[src/rtl/fpm_pkg.sv]
package fpm_pkg;

    typedef enum logic [3:0] {
        S_IDLE,
        S_RAS,
        S_CADDR,
        S_COL,
        S_RMW,
        S_CPRE,
        S_OPEN,
        S_CLOSE,
        S_PRE
    } fpm_state_e;

    function automatic int fpm_max(input int a, input int b);
        return (a > b) ? a : b;
    endfunction

endpackage

[src/rtl/fpm_phase_timer.sv]
module fpm_phase_timer #(
    parameter int W = 5
) (
    input  logic         clk,
    input  logic         rst_n,
    input  logic         load,
    input  logic [W-1:0] load_val,
    output logic         zero
);
    logic [W-1:0] cnt;

    always_ff @(posedge clk) begin
        if (!rst_n)
            cnt <= '0;
        else if (load)
            cnt <= load_val;
        else if (cnt != '0)
            cnt <= cnt - 1'b1;
    end

    assign zero = (cnt == '0);
endmodule

[src/rtl/fpm_row_tracker.sv]
module fpm_row_tracker #(
    parameter int ROW_W     = 11,
    parameter int RC_W      = 13,
    parameter int T_RAS_MIN = 25,
    parameter int LIMIT     = 2480
) (
    input  logic             clk,
    input  logic             rst_n,
    input  logic             act,
    input  logic             rel,
    input  logic [ROW_W-1:0] act_row,
    input  logic [ROW_W-1:0] cmp_row,
    output logic             hit,
    output logic             min_met,
    output logic             expired
);
    localparam logic [RC_W-1:0] MIN_C = RC_W'(T_RAS_MIN);
    localparam logic [RC_W-1:0] LIM_C = RC_W'(LIMIT);

    logic [ROW_W-1:0] row_q;
    logic             vld;
    logic [RC_W-1:0]  rcnt;

    always_ff @(posedge clk) begin
        if (!rst_n) begin
            row_q <= '0;
            vld   <= 1'b0;
            rcnt  <= '0;
        end else if (act) begin
            row_q <= act_row;
            vld   <= 1'b1;
            rcnt  <= RC_W'(1);
        end else if (rel) begin
            vld   <= 1'b0;
            rcnt  <= '0;
        end else if (vld && rcnt != '1) begin
            rcnt  <= rcnt + 1'b1;
        end
    end

    assign hit     = vld && (cmp_row == row_q);
    assign min_met = (rcnt >= MIN_C);
    assign expired = (rcnt >= LIM_C);
endmodule

[src/rtl/fpm_dram_ctrl.sv]
module fpm_dram_ctrl
    import fpm_pkg::*;
#(
    parameter int ROW_W     = 11,
    parameter int COL_W     = 11,
    parameter int T_RCD     = 5,
    parameter int T_CAS     = 5,
    parameter int T_WP      = 4,
    parameter int T_CP      = 3,
    parameter int T_RP      = 18,
    parameter int T_RAS_MIN = 25,
    parameter int T_RAS_MAX = 2500
) (
    input  logic                                clk,
    input  logic                                rst_n,
    input  logic                                hold,
    input  logic                                req,
    input  logic                                req_we,
    input  logic                                req_rmw,
    input  logic [ROW_W+COL_W-1:0]              req_addr,
    input  logic                                req_wdata,
    output logic                                rsp_rdata,
    output logic                                rsp_done,
    output logic                                dram_ras_n,
    output logic                                dram_cas_n,
    output logic                                dram_we_n,
    output logic [fpm_max(ROW_W, COL_W)-1:0]    dram_a,
    output logic                                dram_d,
    input  logic                                dram_q
);
    localparam int AW     = fpm_max(ROW_W, COL_W);
    localparam int ADW    = ROW_W + COL_W;
    localparam int PH_MAX = fpm_max(fpm_max(T_RCD, T_CAS), fpm_max(fpm_max(T_WP, T_CP), T_RP));
    localparam int PH_W   = $clog2(PH_MAX + 1);
    localparam int RC_W   = $clog2(T_RAS_MAX + 1) + 1;
    localparam int LIMIT  = T_RAS_MAX - (T_CAS + T_WP + T_CP + 3);

    fpm_state_e st, st_nx;

    logic [ADW-1:0] q_addr, a_nx;
    logic           q_we, q_rmw, q_wd, pend;
    logic           we_nx, rmw_nx, wd_nx;
    logic           acc, set_pend;
    logic           ph_zero, ph_load;
    logic [PH_W-1:0] ph_val;
    logic           hit, min_met, expired;
    logic           act, rel;

    // request acceptance and next-cycle request fields
    always_comb begin
        acc      = 1'b0;
        set_pend = 1'b0;
        st_nx    = st;
        unique case (st)
            S_IDLE: begin
                if (req && !hold) begin
                    acc   = 1'b1;
                    st_nx = S_RAS;
                end
            end
            S_RAS:   if (ph_zero) st_nx = S_CADDR;
            S_CADDR: st_nx = S_COL;
            S_COL: begin
                if (ph_zero) st_nx = q_rmw ? S_RMW : S_CPRE;
            end
            S_RMW:   if (ph_zero) st_nx = S_CPRE;
            S_CPRE:  if (ph_zero) st_nx = S_OPEN;
            S_OPEN: begin
                if (hold) begin
                    st_nx = S_CLOSE;
                end else if (req) begin
                    acc = 1'b1;
                    if (hit && !expired) begin
                        st_nx = S_CADDR;
                    end else begin
                        set_pend = 1'b1;
                        st_nx    = S_CLOSE;
                    end
                end else if (expired) begin
                    st_nx = S_CLOSE;
                end
            end
            S_CLOSE: if (min_met) st_nx = S_PRE;
            S_PRE: begin
                if (ph_zero) begin
                    if (!pend)      st_nx = S_IDLE;
                    else if (!hold) st_nx = S_RAS;
                end
            end
            default: st_nx = S_IDLE;
        endcase
    end

    assign a_nx   = acc ? req_addr  : q_addr;
    assign we_nx  = acc ? req_we    : q_we;
    assign rmw_nx = acc ? (req_we && req_rmw) : q_rmw;
    assign wd_nx  = acc ? req_wdata : q_wd;

    // phase lengths
    always_comb begin
        unique case (st_nx)
            S_RAS:   ph_val = PH_W'(T_RCD - 1);
            S_COL:   ph_val = PH_W'(T_CAS - 1);
            S_RMW:   ph_val = PH_W'(T_WP - 1);
            S_CPRE:  ph_val = PH_W'(T_CP - 1);
            S_PRE:   ph_val = PH_W'(T_RP - 1);
            default: ph_val = '0;
        endcase
    end

    assign ph_load = (st_nx != st);
    assign act     = (st_nx == S_RAS) && (st != S_RAS);
    assign rel     = (st_nx == S_PRE) && (st != S_PRE);

    fpm_phase_timer #(.W(PH_W)) u_phase (
        .clk      (clk),
        .rst_n    (rst_n),
        .load     (ph_load),
        .load_val (ph_val),
        .zero     (ph_zero)
    );

    fpm_row_tracker #(
        .ROW_W     (ROW_W),
        .RC_W      (RC_W),
        .T_RAS_MIN (T_RAS_MIN),
        .LIMIT     (LIMIT)
    ) u_row (
        .clk     (clk),
        .rst_n   (rst_n),
        .act     (act),
        .rel     (rel),
        .act_row (a_nx[ADW-1:COL_W]),
        .cmp_row (req_addr[ADW-1:COL_W]),
        .hit     (hit),
        .min_met (min_met),
        .expired (expired)
    );

    // state register
    always_ff @(posedge clk) begin
        if (!rst_n) st <= S_IDLE;
        else        st <= st_nx;
    end

    // request holding registers
    always_ff @(posedge clk) begin
        if (!rst_n) begin
            q_addr <= '0;
            q_we   <= 1'b0;
            q_rmw  <= 1'b0;
            q_wd   <= 1'b0;
            pend   <= 1'b0;
        end else begin
            q_addr <= a_nx;
            q_we   <= we_nx;
            q_rmw  <= rmw_nx;
            q_wd   <= wd_nx;
            if (set_pend)        pend <= 1'b1;
            else if (st_nx == S_RAS) pend <= 1'b0;
        end
    end

    // registered outputs, decoded from the next state
    always_ff @(posedge clk) begin
        if (!rst_n) begin
            dram_ras_n <= 1'b1;
            dram_cas_n <= 1'b1;
            dram_we_n  <= 1'b1;
            dram_a     <= '0;
            dram_d     <= 1'b0;
            rsp_done   <= 1'b0;
            rsp_rdata  <= 1'b0;
        end else begin
            rsp_done <= ((st == S_COL) && ph_zero && !q_rmw) ||
                        ((st == S_RMW) && ph_zero);
            if ((st == S_COL) && ph_zero && !(q_we && !q_rmw))
                rsp_rdata <= dram_q;
            unique case (st_nx)
                S_IDLE, S_PRE: begin
                    dram_ras_n <= 1'b1;
                    dram_cas_n <= 1'b1;
                    dram_we_n  <= 1'b1;
                end
                S_RAS: begin
                    dram_ras_n <= 1'b0;
                    dram_cas_n <= 1'b1;
                    dram_we_n  <= 1'b1;
                    dram_a     <= AW'(a_nx[ADW-1:COL_W]);
                end
                S_CADDR, S_COL: begin
                    dram_ras_n <= 1'b0;
                    dram_cas_n <= (st_nx == S_CADDR);
                    dram_we_n  <= !(we_nx && !rmw_nx);
                    dram_a     <= AW'(a_nx[COL_W-1:0]);
                    dram_d     <= wd_nx;
                end
                S_RMW: begin
                    dram_ras_n <= 1'b0;
                    dram_cas_n <= 1'b0;
                    dram_we_n  <= 1'b0;
                    dram_d     <= wd_nx;
                end
                S_CPRE, S_OPEN, S_CLOSE: begin
                    dram_ras_n <= 1'b0;
                    dram_cas_n <= 1'b1;
                    dram_we_n  <= 1'b1;
                end
                default: begin
                    dram_ras_n <= 1'b1;
                    dram_cas_n <= 1'b1;
                    dram_we_n  <= 1'b1;
                end
            endcase
        end
    end
endmodule

[config.mk]
export PLATFORM = sky130hd
export DESIGN_NAME = fpm_dram_ctrl
export DESIGN_NICKNAME = d
export VERILOG_FILES = /design/src/rtl/fpm_pkg.sv /design/src/rtl/fpm_phase_timer.sv /design/src/rtl/fpm_row_tracker.sv /design/src/rtl/fpm_dram_ctrl.sv
export SDC_FILE = /design/constraint.sdc
export NUM_CORES = 1
export LEC_CHECK = 0
export BUFFER_PORTS_ARGS = -buffer_cell sky130_fd_sc_hd__buf_2
export CORE_ASPECT_RATIO = 0.75
export CORE_UTILIZATION = 35
export DETAILED_ROUTE_END_ITERATION = 10
export SKIP_CTS_REPAIR_TIMING = 1
export SLEW_MARGIN = 20
export SYNTH_ARGS = -nofsm -noshare
export SYNTH_HDL_FRONTEND = slang
export SYNTH_HIERARCHICAL = 1
export SYNTH_SLANG_ARGS = --single-unit
[constraint.sdc]
create_clock -name clk -period 2.8 [get_ports clk]
set_input_delay 0.28 -clock clk [delete_from_list [all_inputs] [get_ports clk]]
set_output_delay 0.28 -clock clk [all_outputs]
set_load 0.01 [all_outputs]
# Word-level counts from Yosys, hierarchy flattened
# Index checks and enable logic that the tools add are counted.
[word_totals]
register_bits = 77
latchBits = 0
mem_bits_rw = 0
mem_bits_ro = 0
inputBits = 30
out_inout_bits = 17
elab_cells = 118
memories = 0
[classes]
n_addsub = 2
multipliers = 0
div_mod_pow = 0
magnitude_cmp = 2
n_eq_ne = 21
shifts = 0
n_mux = 41
n_bitwise = 1
reduce_logical = 33
[op_table]
columns = ["op", "count"]
rows = [
  ["$mux 4", 12],
  ["$pmux 4 s9", 1],
  ["$eq 4x3->1 const B", 8],
  ["$mux 22", 1],
  ["$pmux 11 s2", 1],
  ["$pmux 5 s4", 1],
  ["$mux 1", 19],
  ["$eq 4x2->1 const B", 4],
  ["$add 13x1->13 const B", 1],
  ["$ge 13x12->1 const B", 1],
  ["$ge 13x5->1 const B", 1],
  ["$logic_and 1x1->1", 13],
  ["$ne 13x13->1 const B", 1],
  ["$eq 11x11->1", 1],
  ["$mux 5", 2],
  ["$eq 4x1->1 const B", 2],
  ["$eq 4x4->1 const B", 2],
  ["$reduce_bool 2->1", 4],
  ["$reduce_or 7->1", 1],
  ["$logic_not 1->1", 6],
  ["$pmux 1 s2", 3],
  ["$reduce_or 3->1", 2],
  ["$logic_not 5->1", 1],
  ["$reduce_bool 5->1", 1],
  ["10 further kinds", 11],
]

# Depth between registers and ports, before layout
[logic_depth]
word_depth = 11
ltp_mapped = 16
mapped_depth_nobuf = 15

# By module
# Netlist, hierarchy kept.
[modules_own_cells]
columns = ["mod", "n_inst", "cells_per_inst", "area_each_um2", "seq_area_each_um2"]
rows = [
  ["fpm_dram_ctrl", 1, 232, 2088.3, 940.9],
  ["fpm_row_tracker", 1, 156, 1360.1, 500.5],
  ["fpm_phase_timer", 1, 34, 300.3, 100.1],
]

# Worst setup path after synthesis
# Ideal clock, no wire load.
[synth_timing]
path_type = "register to register"
start = "register u_row.rcnt[0]"
end = "register u_phase.cnt[1]"
setup_ns = 0.062
arrival_time_ns = 2.915
required_time_ns = 2.738
path_slack_ns = -0.177
stages_incl_launch_ff = 15
n_path_buf = 2
period_less_slack_ns = 2.977
cell_sequence = "dfxtp_1 ha_1 or3_1 a21oi_1 or4_1 a31oi_1 nand4bb_1 a31oi_1 a21o_1 clkbuf_1 nor4b_1 o21ai_0 buf_6 or4_1 nand3_1"
[synth_between]
elab_cells_between_ends = 20
classes_between = "order compare (2); eq/ne (6); mux (8); reduce/logical (4)"
[synth_lines]
columns = ["item", "line", "rtl"]
rows = [
  ["from (decl)", "fpm_row_tracker.sv:22", "logic [RC_W-1:0] rcnt;"],
  ["from (signal assigned)", "fpm_row_tracker.sv:37", "rcnt <= rcnt + 1'b1;"],
  ["$ge 13x12->1 (*)", "fpm_row_tracker.sv:43", "assign expired = (rcnt >= LIM_C);"],
  ["net expired", "fpm_dram_ctrl.sv:46", "logic hit, min_met, expired;"],
  ["$logic_not 1->1", "fpm_dram_ctrl.sv:73", "if (hit && !expired) begin"],
  ["$logic_and 1x1->1", "fpm_dram_ctrl.sv:73", ""],
  ["$mux 3", "fpm_dram_ctrl.sv:73", ""],
  ["$mux 4 (*)", "fpm_dram_ctrl.sv:71", "end else if (req) begin"],
  ["$mux 4 (*)", "fpm_dram_ctrl.sv:69", "if (hold) begin"],
  ["$pmux 4 s9 (*)", "fpm_dram_ctrl.sv:54", "unique case (st)"],
  ["$ne 4x4->1 (*)", "fpm_dram_ctrl.sv:111", "assign ph_load = (st_nx != st);"],
  ["net ph_load", "fpm_dram_ctrl.sv:44", "logic ph_zero, ph_load;"],
  ["$mux 5 / $reduce_bool 2->1 (equally long branches)", "-", ""],
  ["to (signal assigned)", "fpm_phase_timer.sv:16", "cnt <= load_val;"],
  ["to (signal assigned)", "fpm_phase_timer.sv:18", "cnt <= cnt - 1'b1;"],
  ["to (decl)", "fpm_phase_timer.sv:10", "logic [W-1:0] cnt;"],
]
# Mark *: on every way through the listed nets, which the timed path passes. The rest lies on a longest branch.
# A chain may end at the register's enable or synchronous reset.

# Worst setup path after layout
[layout_timing]
start = "register u_row.rcnt[0]"
end = "register u_phase.cnt[2]"
# Same word-level chain as after synthesis.

==> out/metrics.csv <==
metric,value,unit
cts_buffer_depth,2,
power_leakage,2.102,nW
wire_per_inst,15.27,um
synth_cell_types,64,
final_layout_size_suffix_gt1_frac,0.2883,
setup_viol,0,
crit_required,3.04,ns
synth_top_area_cell,dfxtp_1,
antenna_found_initial,0,
syn_nets,455,
syn_inst,422,
cts_root_buf,clkbuf_16,
reg2regPathDepth,12,
async_reset_ff_frac,0,
routabilityCongestion,0.8377,
path_cells,ha_4 > or3_4 > a21oi_2 > or4_4 > a31oi_4 > nand4bb_1 > a31oi_2 > a21o_1 > nor4b_4 > o21ai_2 > buf_4 > o41ai_4,
wl,9651,um
cpLargestDelayFamily,simple AND/OR/NAND/NOR gates,
crit_buf_inv,1,
synthXorXnorAreaFrac,0.03037,
die_area,11130,um2
finalCritPeriodShare,0.9893,
final_util,0.4628,
yosys.area.top_type_share,0.4112,
critPathMaxStageDelay,0.49,ns
yosysWarnings,6,
ir_worst_vdd,0.0004247,V
hold_class,input pin to flip-flop,
rsz0062_at_grt,yes,
critical_path_class,flip-flop to flip-flop,
dieWidth,121.5,um
cts_tree,done,
grt_max_degree,23,
synthAdderAreaFrac,0.01001,
final_nets,524,
final_area,4781,um2
diodes,0,
synth_flop_cell,dfxtp_1,
drc_errors,0,
maxCapViolCount,0,
hold_viol_final,0,
vias_per_cell,5.286,
synthSimpleGateAreaFrac,0.2410,
clk_latency,0.34,ns
initial_core_util,0.3629,
yosys-top-cells-area,"dfxtp_1 (41%), mux2i_1 (9.6%), nor2_1 (4.2%)",
htreeDepth,3,
grt_pass1_vias,3087,
fillCellCount,1016,
cts_made_buffers,9,
tightest_slew,0.6118,ns
powerDensity,1050,nW/um2
start_kind,flip-flop,
placed_cells,611,
netlist_area,3749,um2
muxShareOfSynthArea,0.09613,
synth_top_family_by_area,simple AND/OR/NAND/NOR gates,
path_depth,12,
synth-compound-area-share,0.1475,
skew,0.004583,ns
placeableCoreArea,10330,um2
grt_util_all_layers,0.1726,
place_area,4275,um2
cp_slowest_cell,or4_4,
grt_overflow,0,
finalWorstSetupSlack,0.03001,ns
max_freq,0.3610,GHz
syn_avg_cell_area,8.883,um2
fin_crit,2.770,ns
rows,32,
clock-sinks,77,
pin_count,47,
drt_iter0_markers,238,
grt_pass1_wl,15140,um
antenna_left,0,
outcome,"finished, final reports clean",
vias,3341,
die_h,91.63,um
drv_slew,0,
dp_hpwl,6469,um
numPortBuffers,46,
synth_enable_flop_cells,0,
path_max_fanout,5,
first_pass_iters,4,
worst_setup_path_end_kind,flip-flop,
dp_slack,-0.08283,ns
arrival,3.01,ns
ys_seq_area_frac,0.4112,
whs_path_depth,3,
path_clk_slew,0.06,ns
fin_tns_setup,0,ns
synthToLayoutAreaGrowth,27.54,%
stdcell_count,632,
ys_seq_elements,77,
slew_headroom,0.5864,
-- area by class of cell --
class | instances | area [um2] | area share
clock buffer | 10 | 229.0 | 0.04789
clock inverter | 6 | 46.29 | 0.009683
inverter | 25 | 93.84 | 0.01963
multi-input combinational | 296 | 2187 | 0.4575
sequential | 77 | 1546 | 0.3235
tap | 136 | 170.2 | 0.03559
timing repair buffer | 82 | 508.0 | 0.1063
-- synth_stat cells (all sizes together) (2+ instances only) --
cell type   n
nand2b      5
nor3        9
nor4        6
or2         2
nor4b       3
nand4      11
nand3b      2
buf        16
o21ai       9
dfxtp      77
ha          3
or4         5
nand2      21
a21o        3
and2        5
o2111ai     2
nand3      17
xnor2      13
a211oi      2
nor3b       2
o211ai      5
nor2b      16
mux2i      36
nor4bb      2
o31ai       2
o22ai       9
inv        25
a41o        3
clkbuf      9
or3         5
a31oi       7
nor2       43
a21oi      26
o311ai      3
-- worst register-to-register path, delay by kind of cell, from the launching register on --
kind	cells	cell delay (ns)
flops	1	0.37
fa+ha+maj	1	0.13
compound gates	6	0.95
simple gates	4	1.04
buf+inv	1	0.18
-- power breakdown --
part / leakage, nW / switching, mW / internal (mW)
Clock: 0.129 / 0.483 / 0.606
Sequential: 0.628 / 0.150 / 1.30
Combinational: 1.34 / 1.32 / 1.16
Total: 2.10 / 1.95 / 3.07
-- path summary, 6_finish.rpt --
kind	start	end	slack [ns]
min	dram_q	rsp_rdata	0.18
max reg2reg	u_row/rcnt[0]	u_phase/cnt[2]	0.03
max	u_row/rcnt[0]	u_phase/cnt[2]	0.03
min reg2reg	dram_d	dram_d	0.45
-- cells in the final DEF, fill, tap and decap left out, types with 5 or more instances in the layout --
master	n
nand3_1	16
a31oi_1	5
buf_4	34
nor2b_1	16
nor2_1	40
xnor2_1	12
nor3_1	9
o21ai_0	5
inv_1	22
dfxtp_1	75
o22ai_2	5
clkbuf_16	9
buf_2	46
nand4_1	10
o211ai_1	5
a21oi_1	23
mux2i_1	36
nand2b_1	5
nand2_1	21
and2_1	5
-- metrics by stage --
step / hold WS (ns) / power (mW)
after CTS: 0.1785 / 4.525
after detailed placement: 0.4512 / 3.418
final: 0.1807 / 5.018
after global routing: 0.2116 / 5.301
after floorplan: 0.4239 / 2.837
after global placement: 0.4505 / 3.387
-- registers in the layout (all words and copies together) (netlist names), 4 cells and up --
| signal | cells |
|---|---|
| u_row/rcnt | 13 |
| dram_a | 11 |
| u_phase/cnt | 5 |
| u_row/row_q | 11 |
| st | 4 |
| q_addr | 22 |
-- kinds of logic (layout without fill, tap and decap cells) --
| kind of cell | count (synthesis) | count (layout) |
|---|---|---|
| AND/OR/NAND/NOR | 160 | 160 |
| AO/OA/AOI/OAI | 82 | 83 |
| flip-flops | 77 | 77 |
| buffers and inverters | 50 | 123 |
| multiplexers | 36 | 36 |
| XOR/XNOR | 13 | 13 |
| adder cells (fa/ha/maj) | 3 | 3 |
| other | 1 | 1 |
-- layer usage --
metal / global-route usage / routed length, um / vias to the layer above
met5: 0 / 0 / -
met4: 0.03909 / 102 / 0
met3: 0.05721 / 433 / 11
met2: 0.2609 / 4441 / 78
met1: 0.2362 / 4673 / 1603
li1: - / - / 1649
Power figures use the tool's default switching activity.
